$ cat config.mk
export PLATFORM = sky130hd
export DESIGN_NAME = irq_dispatch
export DESIGN_NICKNAME = d
export VERILOG_FILES = /design/src/rtl/irq_disp_pkg.sv /design/src/rtl/irq_accept.sv /design/src/rtl/irq_vector.sv /design/src/rtl/irq_dispatch.sv
export SDC_FILE = /design/constraint.sdc
export NUM_CORES = 1
export LEC_CHECK = 0
export CAP_MARGIN = 20
export CORE_AREA = 2 2 284 286
export DETAILED_ROUTE_END_ITERATION = 16
export DIE_AREA = 0 0 286 288
export DONT_BUFFER_PORTS = 1
export PLACE_DENSITY = 0.45
export SYNTH_ARGS = -nofsm -noshare
export SYNTH_HDL_FRONTEND = slang
export SYNTH_HIERARCHICAL = 1
export SYNTH_SLANG_ARGS = --single-unit
$ cat constraint.sdc
create_clock -name clk -period 10.25 [get_ports clk]
set_input_delay 2.05 -clock clk [delete_from_list [all_inputs] [get_ports clk]]
set_output_delay 2.05 -clock clk [all_outputs]
set_load 0.01 [all_outputs]
$ cat src/rtl/irq_disp_pkg.sv
package irq_disp_pkg;
   localparam int PS_LVL_W    = 4;
   localparam int PS_EXCM_BIT = 4;
   localparam int PS_UM_BIT   = 5;
   localparam int CAUSE_W     = 6;
   localparam logic [CAUSE_W-1:0] CAUSE_LVL1_IRQ = 6'd4;

   typedef enum logic [1:0] {
      CLS_HILVL  = 2'd0,
      CLS_KERNEL = 2'd1,
      CLS_USER   = 2'd2,
      CLS_DOUBLE = 2'd3
   } exc_cls_e;
endpackage

$ cat src/rtl/irq_accept.sv
module irq_accept #(
   parameter int NLEVEL = 7,
   parameter int INT_W  = 32,
   parameter int LVL_W  = 4
) (
   input  logic              pending,
   input  logic [LVL_W-1:0]  lvl,
   input  logic [LVL_W-1:0]  cur_lvl,
   input  logic [INT_W-1:0]  intset,
   input  logic [INT_W-1:0]  intenable,
   output logic [NLEVEL:1]   lvl_sel,
   output logic              accept
);
   logic [NLEVEL:1] lvl_hit;
   logic [INT_W-1:0] live;

   assign live = intset & intenable;

   for (genvar i = 1; i <= NLEVEL; i++) begin : g_lvl
      logic [INT_W-1:0] mask;
      for (genvar b = 0; b < INT_W; b++) begin : g_bit
         assign mask[b] = (((b % NLEVEL) + 1) == i);
      end
      assign lvl_sel[i] = (lvl == LVL_W'(i));
      assign lvl_hit[i] = |(mask & live);
   end

   assign accept = pending && (lvl > cur_lvl) && (|(lvl_sel & lvl_hit));
endmodule

$ cat src/rtl/irq_vector.sv
module irq_vector
   import irq_disp_pkg::*;
#(
   parameter int                NLEVEL      = 7,
   parameter int                ADDR_W      = 32,
   parameter bit                RELOC_EN    = 1'b1,
   parameter logic [ADDR_W-1:0] DEF_VECBASE = 32'h4000_0000,
   parameter int                LVL_STRIDE  = 'h40,
   parameter logic [ADDR_W-1:0] KERN_VEC    = 32'h4000_0300,
   parameter logic [ADDR_W-1:0] USER_VEC    = 32'h4000_0340,
   parameter logic [ADDR_W-1:0] DBL_VEC     = 32'h4000_03C0
) (
   input  logic [NLEVEL:1]     lvl_sel,
   input  exc_cls_e            cls,
   input  logic [ADDR_W-1:0]   vecbase,
   input  logic [ADDR_W-1:0]   cur_pc,
   output logic [ADDR_W-1:0]   target
);
   logic [ADDR_W-1:0] lvl_vec [1:NLEVEL];
   logic [ADDR_W-1:0] dflt;
   logic [ADDR_W-1:0] moved;

   for (genvar i = 1; i <= NLEVEL; i++) begin : g_vec
      assign lvl_vec[i] = DEF_VECBASE + ADDR_W'(i * LVL_STRIDE);
   end

   always_comb begin
      dflt = '0;
      unique case (cls)
         CLS_HILVL: begin
            for (int i = 1; i <= NLEVEL; i++) begin
               if (lvl_sel[i]) dflt = lvl_vec[i];
            end
         end
         CLS_KERNEL: dflt = KERN_VEC;
         CLS_USER:   dflt = USER_VEC;
         default:    dflt = DBL_VEC;
      endcase
   end

   if (RELOC_EN) begin : g_reloc
      assign moved = dflt - DEF_VECBASE + vecbase;
   end else begin : g_fixed
      logic unused_vb;
      assign unused_vb = ^vecbase;
      assign moved     = dflt;
   end

   assign target = (dflt == '0) ? cur_pc : moved;
endmodule

$ cat src/rtl/irq_dispatch.sv
module irq_dispatch
   import irq_disp_pkg::*;
#(
   parameter int                NLEVEL      = 7,
   parameter int                ADDR_W      = 32,
   parameter int                INT_W       = 32,
   parameter bit                HAS_DEPC    = 1'b1,
   parameter bit                RELOC_EN    = 1'b1,
   parameter logic [ADDR_W-1:0] DEF_VECBASE = 32'h4000_0000,
   parameter int                LVL_STRIDE  = 'h40,
   parameter logic [ADDR_W-1:0] KERN_VEC    = 32'h4000_0300,
   parameter logic [ADDR_W-1:0] USER_VEC    = 32'h4000_0340,
   parameter logic [ADDR_W-1:0] DBL_VEC     = 32'h4000_03C0
) (
   input  logic                     clk,
   input  logic                     rst_n,
   input  logic                     irq_pending,
   input  logic [PS_LVL_W-1:0]      irq_level,
   input  logic [ADDR_W-1:0]        ps_in,
   input  logic [INT_W-1:0]         int_set,
   input  logic [INT_W-1:0]         int_enable,
   input  logic [ADDR_W-1:0]        cur_pc,
   input  logic [ADDR_W-1:0]        vecbase,
   output logic                     taken,
   output logic [ADDR_W-1:0]        next_pc,
   output logic [ADDR_W-1:0]        next_ps,
   output logic [1:0]               exc_class,
   output logic [CAUSE_W-1:0]       exc_cause,
   output logic [NLEVEL*ADDR_W-1:0] epc_flat,
   output logic [NLEVEL*ADDR_W-1:0] eps_flat,
   output logic [ADDR_W-1:0]        depc
);
   localparam int SLOT_W = ADDR_W;

   if (NLEVEL < 2 || NLEVEL > (1 << PS_LVL_W) - 1) begin : g_chk_nlevel
      $error("irq_dispatch: NLEVEL must fit the status level field");
   end
   if (ADDR_W < PS_UM_BIT + 1) begin : g_chk_addr
      $error("irq_dispatch: ADDR_W too narrow for the status word");
   end
   if (INT_W < NLEVEL) begin : g_chk_int
      $error("irq_dispatch: every level needs at least one interrupt line");
   end

   logic [NLEVEL:1]   lvl_sel;
   logic              accept;
   exc_cls_e          cls;
   logic [ADDR_W-1:0] ps_nx;
   logic [ADDR_W-1:0] target;
   logic              to_depc;

   irq_accept #(.NLEVEL(NLEVEL), .INT_W(INT_W), .LVL_W(PS_LVL_W)) u_accept (
      .pending   (irq_pending),
      .lvl       (irq_level),
      .cur_lvl   (ps_in[PS_LVL_W-1:0]),
      .intset    (int_set),
      .intenable (int_enable),
      .lvl_sel   (lvl_sel),
      .accept    (accept)
   );

   always_comb begin
      if (!lvl_sel[1])                cls = CLS_HILVL;
      else if (ps_in[PS_EXCM_BIT])    cls = CLS_DOUBLE;
      else if (ps_in[PS_UM_BIT])      cls = CLS_USER;
      else                            cls = CLS_KERNEL;
   end

   always_comb begin
      ps_nx = ps_in;
      if (cls == CLS_HILVL) ps_nx[PS_LVL_W-1:0] = irq_level;
      ps_nx[PS_EXCM_BIT] = 1'b1;
   end

   assign to_depc = HAS_DEPC && (cls == CLS_DOUBLE);

   irq_vector #(
      .NLEVEL(NLEVEL), .ADDR_W(ADDR_W), .RELOC_EN(RELOC_EN),
      .DEF_VECBASE(DEF_VECBASE), .LVL_STRIDE(LVL_STRIDE),
      .KERN_VEC(KERN_VEC), .USER_VEC(USER_VEC), .DBL_VEC(DBL_VEC)
   ) u_vector (
      .lvl_sel (lvl_sel),
      .cls     (cls),
      .vecbase (vecbase),
      .cur_pc  (cur_pc),
      .target  (target)
   );

   always_ff @(posedge clk) begin
      if (!rst_n) begin
         taken     <= 1'b0;
         next_pc   <= '0;
         next_ps   <= '0;
         exc_class <= '0;
         exc_cause <= '0;
      end else begin
         taken <= accept;
         if (accept) begin
            next_pc   <= target;
            next_ps   <= ps_nx;
            exc_class <= cls;
            if (cls != CLS_HILVL) exc_cause <= CAUSE_LVL1_IRQ;
         end
      end
   end

   for (genvar i = 1; i <= NLEVEL; i++) begin : g_save
      logic [ADDR_W-1:0] epc_q;
      always_ff @(posedge clk) begin
         if (!rst_n)                                        epc_q <= '0;
         else if (accept && lvl_sel[i] && !(i == 1 && to_depc)) epc_q <= cur_pc;
      end
      assign epc_flat[(i-1)*SLOT_W +: SLOT_W] = epc_q;

      if (i >= 2) begin : g_eps
         logic [ADDR_W-1:0] eps_q;
         always_ff @(posedge clk) begin
            if (!rst_n)                    eps_q <= '0;
            else if (accept && lvl_sel[i]) eps_q <= ps_in;
         end
         assign eps_flat[(i-1)*SLOT_W +: SLOT_W] = eps_q;
      end else begin : g_no_eps
         assign eps_flat[(i-1)*SLOT_W +: SLOT_W] = '0;
      end
   end

   if (HAS_DEPC) begin : g_depc
      logic [ADDR_W-1:0] depc_q;
      always_ff @(posedge clk) begin
         if (!rst_n)                  depc_q <= '0;
         else if (accept && to_depc)  depc_q <= cur_pc;
      end
      assign depc = depc_q;
   end else begin : g_no_depc
      assign depc = '0;
   end

   assert_accept_gate_R1: assert property (@(posedge clk) disable iff (!rst_n)
      taken |-> ($past(irq_pending) && ($past(irq_level) > $past(ps_in[PS_LVL_W-1:0]))));

   assert_hold_when_idle_R2: assert property (@(posedge clk) disable iff (!rst_n)
      !taken |-> ($stable(next_pc) && $stable(next_ps) && $stable(exc_class)
                  && $stable(epc_flat) && $stable(eps_flat) && $stable(depc)));

   assert_hilvl_status_R3: assert property (@(posedge clk) disable iff (!rst_n)
      (taken && exc_class == CLS_HILVL) |->
         (next_ps[PS_LVL_W-1:0] == $past(irq_level) && next_ps[PS_EXCM_BIT]));

   assert_lvl1_cause_R5: assert property (@(posedge clk) disable iff (!rst_n)
      (taken && exc_class != CLS_HILVL) |->
         (exc_cause == CAUSE_LVL1_IRQ && next_ps[PS_EXCM_BIT]));

   assert_double_from_excm_R6: assert property (@(posedge clk) disable iff (!rst_n)
      (taken && exc_class == CLS_DOUBLE) |-> $past(ps_in[PS_EXCM_BIT]));

   assert_user_kernel_pick_R7: assert property (@(posedge clk) disable iff (!rst_n)
      (taken && (exc_class == CLS_KERNEL || exc_class == CLS_USER)) |->
         (!$past(ps_in[PS_EXCM_BIT]) && ((exc_class == CLS_USER) == $past(ps_in[PS_UM_BIT]))));
endmodule

* Yosys cells after proc, flatten, opt, wreduce, memory -nomap -nowiden
Index checks and enable logic that the tools add are counted.
** Cells by class
- Add/sub/neg operators :: 2
- Magnitude comparators :: 1
- Eq/ne operators :: 10
- Multiplexer cells :: 13
- Bitwise logic cells :: 2
- Reduce and logical (&&, ||, !) cells :: 24
** Operator list (count)
- $mux W31 :: 7
- $pmux W31 S3 :: 1
- $add A32 B32 Y32 :: 1
- $and A32 B32 Y32 :: 1
- $logic_not A32 Y1 :: 1
- $mux W32 :: 1
- $sub A31 B31 Y32 const B :: 1
- $reduce_or A5 Y1 :: 4
- $eq A4 B3 Y1 const B :: 4
- $reduce_or A4 Y1 :: 3
- $logic_and A1 B1 Y1 :: 11
- $eq A4 B2 Y1 const B :: 2
- $and A7 B7 Y7 :: 1
- $reduce_or A7 Y1 :: 1
- $mux W2 :: 3
- $eq A2 B2 Y1 const B :: 2
- $eq A4 B1 Y1 const B :: 1
- $gt A4 B4 Y1 :: 1
- $mux W4 :: 1
- $eq A2 B1 Y1 const B :: 1
- $logic_not A2 Y1 :: 1
- $reduce_and A2 Y1 :: 1
- $reduce_bool A2 Y1 :: 1
- $logic_not A1 Y1 :: 1
** Word-level totals
- Bits in registers :: 516
- Input bits :: 167
- Output and inout bits :: 553
- Logic and storage cells :: 71

* Longest topological paths before layout
- Depth in word-level cells :: 12
- Mapped depth :: 20
- Mapped depth without buffers :: 18

* By module
The synthesis kept the hierarchy.
** Modules (own cells, without submodules)
- irq_dispatch :: times used 1, cells an instance 2259, area an instance 21769.6 um2, sequential area each 10329.9 um2
- irq_vector :: times used 1, cells an instance 146, area an instance 1320.0 um2, sequential area each 0.0 um2
- irq_accept :: times used 1, cells an instance 48, area an instance 346.6 um2, sequential area each 0.0 um2

* Worst setup path before layout
Ideal clock, no wire load.
- Path kind :: input to register
- Start point :: input irq_level[1]
- End point :: register next_pc[23]
- Setup time :: 0.128 ns
- Arrival :: 5.367 ns
- Required time :: 10.122 ns
- Path slack :: 4.756 ns
- Stages on the path :: 20
- Path buffers :: 2
- Cell sequence :: nand2b_1 > nor3_1 > buf_4 > o21a_1 > inv_1 > ha_1 > nor2_1 > a21oi_1 > a2bb2oi_2 > ha_1 > ha_1 > fa_1 > a211oi_1 > nor2_1 > clkbuf_1 > nand4_1 > xnor2_1 > mux2_4 > mux2i_1 > nor2_1
** Between the ends
- Elaborated cells on any way between the ends :: 28
- Those cells by class :: 2 x add/sub; 1 x order compare; 9 x eq/ne; 10 x mux; 1 x bitwise; 5 x reduce/logical
** RTL lines
- start, declared :: line irq_dispatch.sv:18 : input logic [PS_LVL_W-1:0] irq_level,
- $eq A4 B1 Y1 * :: line irq_accept.sv:24 : assign lvl_sel[i] = (lvl == LVL_W'(i));
- net lvl_sel (one bit) :: line irq_dispatch.sv:45 : logic [NLEVEL:1] lvl_sel;
- $mux W2 * :: line irq_dispatch.sv:63 : if (!lvl_sel[1]) cls = CLS_HILVL;
- net cls[1] :: line irq_dispatch.sv:47 : exc_cls_e cls;
- $eq A2 B2 Y1 (tied with other cells) :: line irq_vector.sv:29 : unique case (cls)
- $pmux W31 S3 * :: line irq_vector.sv:29
- $sub A31 B31 Y32 :: line irq_vector.sv:42 : assign moved = dflt - DEF_VECBASE + vecbase;
- $add A32 B32 Y32 :: line irq_vector.sv:42
- $mux W32 * :: line irq_vector.sv:49 : assign target = (dflt == '0) ? cur_pc : moved;
- net target[23] :: line irq_dispatch.sv:49 : logic [ADDR_W-1:0] target;
- end signal, assigned :: line irq_dispatch.sv:99 : next_pc <= target;
- end, declared :: line irq_dispatch.sv:25 : output logic [ADDR_W-1:0] next_pc,
The timed path passes the listed nets; every way through them passes the cells marked *.
A chain may end at the register's enable or synchronous reset.

* Final worst setup path
- Start point :: input irq_level[0]
- End point :: register next_pc[31]
** Between the ends
- Longest elaborated chain between the ends :: 12
- Elaborated cells on any way between the ends :: 28
- Those cells by class :: 2 x add/sub; 1 x order compare; 9 x eq/ne; 10 x mux; 1 x bitwise; 5 x reduce/logical
** Ends and longest elaborated chain
- $eq A4 B1 Y1 :: line irq_accept.sv:24
- $mux W31 (7 in series) :: line irq_vector.sv:32 : if (lvl_sel[i]) dflt = lvl_vec[i];
- $pmux W31 S3 * :: line irq_vector.sv:29
- $sub A31 B31 Y32 :: line irq_vector.sv:42
- $add A32 B32 Y32 :: line irq_vector.sv:42
- $mux W32 * :: line irq_vector.sv:49
- net target[31] :: line irq_dispatch.sv:49
Marked as above.

==> results.toml <==
[placement]
finalWeightedCongestion = 0.789
io_buffers = 0
dp_hpwl_um = 54500

[final_layout]
nNetsFinal = 2472
layout-drive-gt1-share_pct = 24.0
syn2layout_area_growth_pct = 9.19

[logic_synthesis]
synthTopCellsByCount = "dfxtp_1, nand3_1, a21oi_1, a21bo_2, mux2i_1"
yosys_register_bits = 516
yosysMostFrequentCell = "dfxtp_1"
synth_ff_type = "dfxtp_1"
ys_async_sr_fraction_pct = 0
synth.distinct_cells = 56
synth_area_per_cell_um2 = 9.55
synth_top_cell_by_area = "dfxtp_1"
ys_warn_count = 6
ys_top_cells_by_area = "dfxtp_1, a21bo_2, nand3_1, a21oi_1, mux2i_1"
synth_cells = 2453
synth_top_area_share_pct = 44.1
synth_area_um2 = 23400
synth_edf_count = 0
ys_seq_area_share_pct = 44.1

[grt]
grt_pass1_wl_um = 117000
antenna_found_initial = 4
grt_pass1_vias = 16200
grt.overflow.total = 0
grt_max_degree = 162
grtUsageTotal_pct = 18.7

[power]
p_seq_share_pct = 46.4
switchingPower_mw = 1.07
ir_worst_vdd_v = 0.000111
power.density_nw_per_um2 = 172
leakage_nw = 8.99
intPower_mw = 3.34
p_comb_share_pct = 6.0
sw_frac_of_total_pct = 24.2
p_clk_share_pct = 47.6

[clock_tree]
cts-resized-gates = 0
cts_buffer_depth = 3
clk_latency_ns = 0.62
cts_tree = "built"
cts-htree-levels = 2
postCtsSetupBuffers = 0
cts.sinks = 516
ctsHoldBuffers = 0
clkSlewWorstSetupHoldPaths_ns = 0.06
cts_root_buf = "clkbuf_16"
numCtsBuffers = 59

[timing]
fmax_mhz = 174
setup_viol = 0
finalCritPeriodShare_pct = 56.0
hold_viol = 0
fin_worst_skew_ns = 0
tightest_slew_ns = 1.05
period_minus_slack_ns = 5.74
slew_viol_final = 0
tns_ns = 0
rsz0062_at_grt = "no"
slew_headroom_pct = 30.2
hold_ws_ns = 0.508

[critical_path]
cp-end-kind = "flip-flop"
worst_setup_path_start_kind = "input pin"
crit_type = "in -> reg"
arrival_ns = 6.20
cp_max_fo = 75
cp.required_ns = 10.71

[route]
drt_iter0_drc = 1175
routed_wl_um = 81800
ant_nets = 0
vias_per_cell = 5.13
post-route-drc-count = 0
num_vias = 17400
first_pass_iters = 5
wire_per_inst_um = 24.1

[hold_path]
hp-class = "reg -> reg"

[die]
num_rows = 104
dieArea_um2 = 82400
die_w_um = 286
fp.coreArea_um2 = 79600
die_height_um = 288
io_pins = 720
initial_utilization_pct = 29.4

[status]
status = "finished clean"

[flow_run]
maxCapViolCount = 0
## final timing paths
check                      startpoint                  end  slack, ns  cells past startpoint
setup / recovery         irq_level[0]          next_pc[31]       4.51                     16
hold / removal    g_save[1].epc_q[29]  g_save[1].epc_q[29]       0.51                      2
setup reg to reg  g_save[4].epc_q[11]  g_save[4].epc_q[11]       9.27                      2
hold reg to reg   g_save[1].epc_q[29]  g_save[1].epc_q[29]       0.51                      2
## placed cells by master (no fill, tap or decap), drive strengths merged, types with 2 or more instances in the layout
cell type,count
a211oi,3
nand3,394
o21a,3
bufinv,2
dfxtp,516
a21bo,384
a221oi,2
and2,2
mux2i,127
clkinv,14
and3,3
a22o,3
clkbuf,87
conb,37
ha,15
buf,29
nand4,12
nor4,2
mux2,32
nor2b,4
xor2,4
o21ai,6
nor4b,2
nor3,7
a22oi,8
a222oi,4
nand2,110
nor2,77
inv,14
xnor2,19
nand2b,4
a21oi,394
## per-stage QoR
step	cells	util (%)	total power [mW]	setup WS (ns)	instance area, µm²
CTS	3392	32.1	4.47	4.51	25600
global placement	3287	29.7	2.35	4.03	23600
detailed placement	3287	29.7	2.35	3.87	23600
global route	3394	32.1	4.57	4.18	25600
finish	3394	32.1	4.40	4.51	25600
floorplan	2489	-	2.32	4.76	23600
## power groups by stage
stage	Sequential (mW)	Clock [mW]	Combinational, mW
floorplan	2.08	0	0.243
global placement	2.09	0	0.260
detailed placement	2.09	0	0.265
CTS	2.04	2.16	0.266
global route	2.04	2.24	0.290
finish	2.04	2.10	0.266
## critical path, stage by stage
cell and delay (ns):
nor4b_2 0.25, buf_4 0.62, buf_4 0.73, nand2b_1 0.20, a221o_1 0.16, a2bb2oi_2 0.08
ha_1 0.21, ha_1 0.21, fa_1 0.43, a211oi_1 0.26, nor2_1 0.24, nand4_1 0.21
xnor2_1 0.09, mux2_2 0.26, mux2i_1 0.13, nor2_1 0.05
## logic make-up after synthesis
logic type	Yosys count	synth area share, %
AOI/OAI and AO/OA	815	26.9
and+or+nand+nor	620	12.7
DFF	516	44.1
buffers and inverters	303	7.08
muxes	159	7.44
xor gates and xnor gates	23	0.860
adders and majority gates	16	0.886
other	1	0.0160
## sequential cells by signal, indices dropped and copies added, names as in the netlist
name and count:
next_pc 32, next_ps 32, exc_class 2, depc 32, exc_cause 1, g_save.epc_q 224
taken 1, g_save.g_eps.eps_q 192
## per-layer routing
metal / global-route usage, % / wire [µm]
met5: 0 / 15
met3: 7.15 / 7860
met2: 31.5 / 39900
met1: 21.8 / 31400
met4: 6.23 / 2630
## final cells by class
type	instances	area [µm²]
Tap cell	1060	1330
Clock buffer	87	1750
Timing Repair Buffer	29	313
Sequential cell	516	10300
Clock inverter	18	173
Inverter	13	56.3
Antenna cell	1	2.50
Multi-Input combinational cell	1670	11600
Fill cell	8242	54000
Note: power is estimated with default switching activity, not from simulation.
